<file path="config.mk">
export PLATFORM = sky130hd
export DESIGN_NAME = buck_pwm_seq
export DESIGN_NICKNAME = d
export VERILOG_FILES = /design/src/rtl/buck_pwm_pkg.sv /design/src/rtl/pwm_timer.sv /design/src/rtl/pwm_off_sel.sv /design/src/rtl/pwm_seq_fsm.sv /design/src/rtl/buck_pwm_seq.sv
export SDC_FILE = /design/constraint.sdc
export NUM_CORES = 1
export LEC_CHECK = 0
export CORE_ASPECT_RATIO = 0.6
export CORE_UTILIZATION = 30
export DETAILED_ROUTE_END_ITERATION = 16
export GPL_TIMING_DRIVEN = 0
export MAX_ROUTING_LAYER = met4
export PLACE_DENSITY = 0.53
export SYNTH_ARGS = -nofsm -noshare
export SYNTH_HDL_FRONTEND = slang
export SYNTH_HIERARCHICAL = 1
export SYNTH_SLANG_ARGS = --single-unit
export TNS_END_PERCENT = 20
</file>
<file path="constraint.sdc">
create_clock -name clk -period 0.8 [get_ports clk]
set_input_delay 0.12 -clock clk [delete_from_list [all_inputs] [get_ports clk]]
set_output_delay 0.12 -clock clk [all_outputs]
set_load 0.02 [all_outputs]
</file>
<file path="src/rtl/buck_pwm_pkg.sv">
package buck_pwm_pkg;

  typedef enum logic [2:0] {
    ST_IDLE = 3'd0,
    ST_DEAD = 3'd1,
    ST_ON   = 3'd2,
    ST_OFF  = 3'd3,
    ST_OFFZ = 3'd4
  } pwm_st_e;

  function automatic int max2(input int a, input int b);
    return (a > b) ? a : b;
  endfunction

endpackage

</file>
<file path="src/rtl/pwm_timer.sv">
module pwm_timer #(
  parameter int CNT_W = 9
) (
  input  logic             clk,
  input  logic             rst_n,
  input  logic             load,
  input  logic [CNT_W-1:0] load_val,
  output logic [CNT_W-1:0] remain,
  output logic             last
);

  logic [CNT_W-1:0] cnt_q, cnt_d;
  logic             cnt_en;

  always_comb begin
    cnt_en = load | (cnt_q != '0);
    cnt_d  = load ? load_val : (cnt_q - 1'b1);
  end

  always_ff @(posedge clk or negedge rst_n) begin
    if (!rst_n)      cnt_q <= '0;
    else if (cnt_en) cnt_q <= cnt_d;
  end

  assign remain = cnt_q;
  assign last   = (cnt_q == {{(CNT_W-1){1'b0}}, 1'b1});

  AST_TMR_HOLD_ZERO: assert property (@(posedge clk) disable iff (!rst_n)
    (!load && cnt_q == '0) |=> (cnt_q == '0));

endmodule

</file>
<file path="src/rtl/pwm_off_sel.sv">
module pwm_off_sel #(
  parameter int TOFF_W  = 8,
  parameter int CNT_W   = 9,
  parameter int MIN_OFF = 60
) (
  input  logic [TOFF_W-1:0] toff_in,
  input  logic              near_drop,
  output logic [CNT_W-1:0]  off_len
);

  localparam logic [CNT_W-1:0] FLOOR_V = CNT_W'(MIN_OFF);

  logic [CNT_W-1:0] req_v;
  logic [CNT_W-1:0] clamp_v;

  assign req_v = CNT_W'(toff_in);

  generate
    if (MIN_OFF <= 1) begin : g_no_floor
      assign clamp_v = (req_v == '0) ? {{(CNT_W-1){1'b0}}, 1'b1} : req_v;
    end else begin : g_floor
      assign clamp_v = (req_v < FLOOR_V) ? FLOOR_V : req_v;
    end
  endgenerate

  assign off_len = near_drop ? FLOOR_V : clamp_v;

endmodule

</file>
<file path="src/rtl/pwm_seq_fsm.sv">
module pwm_seq_fsm
  import buck_pwm_pkg::*;
#(
  parameter int CNT_W    = 9,
  parameter int DEAD_CYC = 10,
  parameter int MAX_ON   = 400
) (
  input  logic             clk,
  input  logic             rst_n,
  input  logic             en,
  input  logic             lvl_ok,
  input  logic             cur_hi,
  input  logic             ilim,
  input  logic             ovp,
  input  logic             zero_x,
  input  logic             tmr_last,
  input  logic [CNT_W-1:0] off_len,
  output logic             tmr_load,
  output logic [CNT_W-1:0] tmr_val,
  output logic             hs_q,
  output logic             ls_q
);

  localparam logic [CNT_W-1:0] DEAD_V  = CNT_W'(DEAD_CYC);
  localparam logic [CNT_W-1:0] MAXON_V = CNT_W'(MAX_ON);

  pwm_st_e st_q, st_d;
  logic    run_ok;
  logic    st_en;

  always_comb begin
    st_d     = st_q;
    tmr_load = 1'b0;
    tmr_val  = '0;
    run_ok   = en & lvl_ok & ~ovp;
    if (!run_ok) begin
      st_d = ST_IDLE;
    end else begin
      unique case (st_q)
        ST_IDLE: begin
          if (!ilim) begin
            st_d     = ST_DEAD;
            tmr_load = 1'b1;
            tmr_val  = DEAD_V;
          end
        end
        ST_DEAD: begin
          if (ilim) begin
            st_d = ST_IDLE;
          end else if (tmr_last) begin
            st_d     = ST_ON;
            tmr_load = 1'b1;
            tmr_val  = MAXON_V;
          end
        end
        ST_ON: begin
          if (cur_hi | ilim | tmr_last) begin
            st_d     = ST_OFF;
            tmr_load = 1'b1;
            tmr_val  = off_len;
          end
        end
        ST_OFF, ST_OFFZ: begin
          if (tmr_last) begin
            if (ilim) begin
              st_d = ST_IDLE;
            end else begin
              st_d     = ST_DEAD;
              tmr_load = 1'b1;
              tmr_val  = DEAD_V;
            end
          end else if (st_q == ST_OFF && zero_x) begin
            st_d = ST_OFFZ;
          end
        end
        default: st_d = ST_IDLE;
      endcase
    end
    st_en = (st_d != st_q);
  end

  always_ff @(posedge clk or negedge rst_n) begin
    if (!rst_n) begin
      st_q <= ST_IDLE;
      hs_q <= 1'b0;
      ls_q <= 1'b0;
    end else if (st_en) begin
      st_q <= st_d;
      hs_q <= (st_d == ST_ON);
      ls_q <= (st_d == ST_OFF);
    end
  end

  AST_START_GATE: assert property (@(posedge clk) disable iff (!rst_n)
    $rose(hs_q) |-> $past(en && lvl_ok && !ilim && !ovp));

  AST_ON_END: assert property (@(posedge clk) disable iff (!rst_n)
    (hs_q && (cur_hi || ilim || ovp)) |=> !hs_q);

  AST_DEAD_GAP: assert property (@(posedge clk) disable iff (!rst_n)
    $fell(ls_q) |=> !hs_q);

  AST_LVL_PARK: assert property (@(posedge clk) disable iff (!rst_n)
    !lvl_ok |=> (!hs_q && !ls_q));

  AST_OVP_PARK: assert property (@(posedge clk) disable iff (!rst_n)
    ovp |=> (!hs_q && !ls_q));

endmodule

</file>
<file path="src/rtl/buck_pwm_seq.sv">
module buck_pwm_seq
  import buck_pwm_pkg::*;
#(
  parameter int TOFF_W   = 8,
  parameter int MIN_OFF  = 60,
  parameter int DEAD_CYC = 10,
  parameter int MAX_ON   = 400
) (
  input  logic              clk,
  input  logic              rst_n,
  input  logic              en,
  input  logic              lvl_ok,
  input  logic              cur_hi,
  input  logic              ilim,
  input  logic              ovp,
  input  logic              zero_x,
  input  logic              near_drop,
  input  logic [TOFF_W-1:0] toff_len,
  output logic              hs_gate,
  output logic              ls_gate
);

  localparam int CNT_W = max2(max2($clog2(MAX_ON + 1), $clog2(DEAD_CYC + 1)),
                              max2(TOFF_W, $clog2(MIN_OFF + 1)));

  logic [1:0]       rsync_q;
  logic             rst_int_n;
  logic             tmr_load;
  logic [CNT_W-1:0] tmr_val;
  logic [CNT_W-1:0] remain;
  logic             tmr_last;
  logic [CNT_W-1:0] off_len;
  logic             hs_q, ls_q;

  always_ff @(posedge clk or negedge rst_n) begin
    if (!rst_n) rsync_q <= 2'b00;
    else        rsync_q <= {rsync_q[0], 1'b1};
  end
  assign rst_int_n = rsync_q[1];

  pwm_off_sel #(
    .TOFF_W (TOFF_W),
    .CNT_W  (CNT_W),
    .MIN_OFF(MIN_OFF)
  ) u_off_sel (
    .toff_in  (toff_len),
    .near_drop(near_drop),
    .off_len  (off_len)
  );

  pwm_timer #(
    .CNT_W(CNT_W)
  ) u_timer (
    .clk     (clk),
    .rst_n   (rst_int_n),
    .load    (tmr_load),
    .load_val(tmr_val),
    .remain  (remain),
    .last    (tmr_last)
  );

  pwm_seq_fsm #(
    .CNT_W   (CNT_W),
    .DEAD_CYC(DEAD_CYC),
    .MAX_ON  (MAX_ON)
  ) u_fsm (
    .clk     (clk),
    .rst_n   (rst_int_n),
    .en      (en),
    .lvl_ok  (lvl_ok),
    .cur_hi  (cur_hi),
    .ilim    (ilim),
    .ovp     (ovp),
    .zero_x  (zero_x),
    .tmr_last(tmr_last),
    .off_len (off_len),
    .tmr_load(tmr_load),
    .tmr_val (tmr_val),
    .hs_q    (hs_q),
    .ls_q    (ls_q)
  );

  assign hs_gate = hs_q & en;
  assign ls_gate = ls_q & en;

  AST_OFF_FLOOR: assert property (@(posedge clk) disable iff (!rst_int_n)
    $rose(ls_q) |-> (remain >= CNT_W'(MIN_OFF)));

  AST_NO_SHOOT: assert property (@(posedge clk) disable iff (!rst_int_n)
    $rose(hs_q) |-> $past(!ls_q));

endmodule

</file>
==> results.yml <==
setup_path:
  timing.rr.start: "u_timer/remain[4]"
  path_cells: "nor3_4 > and4_1 > buf_6 > nand2b_4 > or4b_4 > a21oi_2 > clkbuf_8 > mux2_4"
  worstPathRequired_ps: 940
  crit_start: "u_timer/remain[4]"
  startpoint_type: "flop"
  critPathCaptureType: "flop"
  critPathKind: "reg2reg"
  cpPeakStageDelay_ps: 490
  reg2reg_to: "u_timer/remain[1]"
  rrSetupSlack_ps: -1430
  cp_max_fo: 3
  slowest_stage: "or4b_4"
  rr_worst_depth: 8
  arrival_ps: 2370
logic_synthesis:
  synth-async-reset-ratio: 1.000
  ys.flop_type: "dfrtp_1"
  synth_cells: 150
  syn_area_um2: 1249
  ys_seq_elements: 16
  avgSynthCellArea_um2: 8.325
  ys_types: 51
  ys_seq_area_frac: 0.3206
  synth_top_area_cell: "dfrtp_1"
  ys_warn_count: 6
  synthTopCellsByArea: "dfrtp_1 (32%), a21oi_1 (5.6%), nand2_1 (5.1%)"
  synth_edf_count: 0
  syn_nets: 169
  synth_top_cell_area_share: 0.3206
run_status:
  violations: "negative setup slack"
  status: "finished, violations left"
power:
  p_sw_mw: 1.500
  p_seq_frac: 0.322
  p_leak_nw: 0.6874
  comb_power_share: 0.524
  switching_share: 0.3712
  p_per_area_nw_per_um2: 2316
  clockPowerShare: 0.154
  ir_drop_v: 0.001171
  totalPowerFinal_mw: 4.042
  internal_power_mw: 2.542
finish:
  final_cell_mix: "clkdlybuf4s50_1 (16), buf_4 (16), dfrtp_1 (14), nand2_1 (14), a21oi_1 (13)"
  area_delta_synth_final_pct: 39.78
  finalCoreUtilization: 0.4559
  nNetsFinal: 207
  drive_gt1_frac: 0.2903
  antennaDiodeCount: 0
placed_design:
  dp_hpwl_mm: 2.601
  io_buffers: 18
  gp_congestion: 0.8633
clock_network:
  htree_levels: 1
  cts_root_buf: "clkbuf_8"
  postCtsHoldBufs: 0
  cts_sinks: 16
  cts_tree: "built"
  cts.clk_slew.worst_paths_ps: 70
  cts-buffers-inserted: 3
  clk_latency_ps: 260
  clock_path_buffers: 2
sta:
  skew_ps: 5.446
  tightest_slew_ps: 614.5
  rsz0062_at_grt: "yes"
  setup_viol: 16
  slew_violations: 0
  fin_crit_sh: 2.786
  min_period_ps: 2229
  setup_ws_ps: -1429
  fmax_ghz: 0.4487
  maxSlewHeadroom: 0.5866
  setup-tns-final_ps: -17670
  hold_viol_final: 0
route:
  drc: 0
  drtIter0Drc: 95
  via_per_inst: 5.451
  vias: 1270
  drt-total-wl_mm: 3.571
  wl_per_cell_um: 15.33
  dr.pass1.iters: 4
  antenna_left: 0
global_route:
  antenna_found_initial: 0
  grtUsageTotal: 0.1830
  grt_pass1_vias: 1166
  grt_pass1_wl_mm: 5.892
  grt_overflow: 0
  grt_max_degree: 15
floorplanning:
  coreArea_um2: 3829
  die_area_um2: 4433
  num_io_pins: 19
  dieWidth_um: 85.29
  die_y_um: 51.98
  initial_core_util: 0.3261
  rows: 17
run:
  cap_violations: 0
hold_path:
  min_path_type: "in2async"
-- power groups by stage --
stage / Sequential [mW] / Clock (mW) / Combinational [mW]
3_5_place_dp: 1.29 / 0 / 1.34
5_1_grt: 1.33 / 0.686 / 2.29
6_report: 1.30 / 0.623 / 2.12
4_1_cts: 1.26 / 0.646 / 1.85
2_1_floorplan: 1.23 / 0 / 1.01
3_3_place_gp: 1.28 / 0 / 1.31
-- metrics by stage --
stage	cell area (um2)	hold slack [ps]	setup WS (ps)	instances
floorplan	1277	-175.6	-1452	150
global placement	1516	261.5	-1689	215
detailed placement	1516	285.6	-1677	215
CTS	1675	18.82	-1474	231
global route	1745	17.84	-1499	233
finish	1745	23.42	-1429	233
-- per-layer routing --
metal  global-route usage  wire length, um  vias to the layer above
met5                    -                0                        -
met3              0.04762              273                        5
li1                     -                -                      617
met1               0.2687             1838                      605
met2               0.2487             1426                       43
met4              0.03889               33                        0
-- state kept, by name (all words and copies together), names as in the netlist --
register        count
rsync_q             2
u_fsm/hs_q          1
u_fsm/ls_q          1
u_fsm/st_q          3
u_timer/remain      9
-- critical path, delay by kind of cell (launching register included) --
| family | cells | cell delay (ps) |
|---|---|---|
| buf+inv | 2 | 280 |
| simple gates | 4 | 980 |
| compound gates | 1 | 140 |
| flops | 1 | 430 |
| mux | 1 | 290 |
-- cell type report --
type / count / area, um2
clock buffer: 3 / 41.29
multi-input combinational: 122 / 872.1
sequential: 16 / 402.9
inverter: 5 / 18.77
tap: 47 / 58.81
buffer: 7 / 65.06
fill: 367 / 2083
timing repair buffer: 33 / 286.5
-- what timing repair did --
| action | in CTS | in global routing |
|---|---|---|
| pin swaps | 6 | 6 |
| cloned | 0 | 0 |
| gates resized for setup | 21 | 14 |
| setup endpoints to repair | 16 | 18 |
| buffers inserted | 13 | 2 |
| hold endpoints to repair | 0 | 0 |
-- cells in the mapped netlist (all sizes together) (2+ instances only) --
cell	count
mux2i	2
o21ai	12
and3	5
nor3b	2
inv	5
o31ai	6
buf	5
xnor2	3
nand3	4
and2	2
and2b	2
dfrtp	16
nand2b	5
conb	2
nand2	17
ha	2
or3	5
a21oi	14
nor3	8
clkbuf	2
nor4	2
nor2	7
nor2b	3
-- how the worst max path moves through the flow --
stage,endpoint,cells past startpoint,slack (ps)
after CTS,u_timer/remain[1],8,-1470
after global routing,u_timer/remain[1],8,-1500
after floorplan,u_timer/remain[1],8,-1450
after detailed placement,u_timer/remain[1],8,-1680
after global placement,u_timer/remain[1],8,-1690
final,u_timer/remain[1],8,-1430
-- kinds of logic after synthesis --
logic type               Yosys count  share of synthesized area
flip-flops                        16                     0.3206
buffers and inverters             12                    0.05010
XOR/XNOR                           4                    0.02806
AND/OR/NAND/NOR                   70                     0.3437
adder cells (fa/ha/maj)            2                    0.02004
multiplexers                       3                    0.02505
other                              2                   0.006014
AO/OA/AOI/OAI                     41                     0.2064
Note: power is estimated with default switching activity, not from simulation.
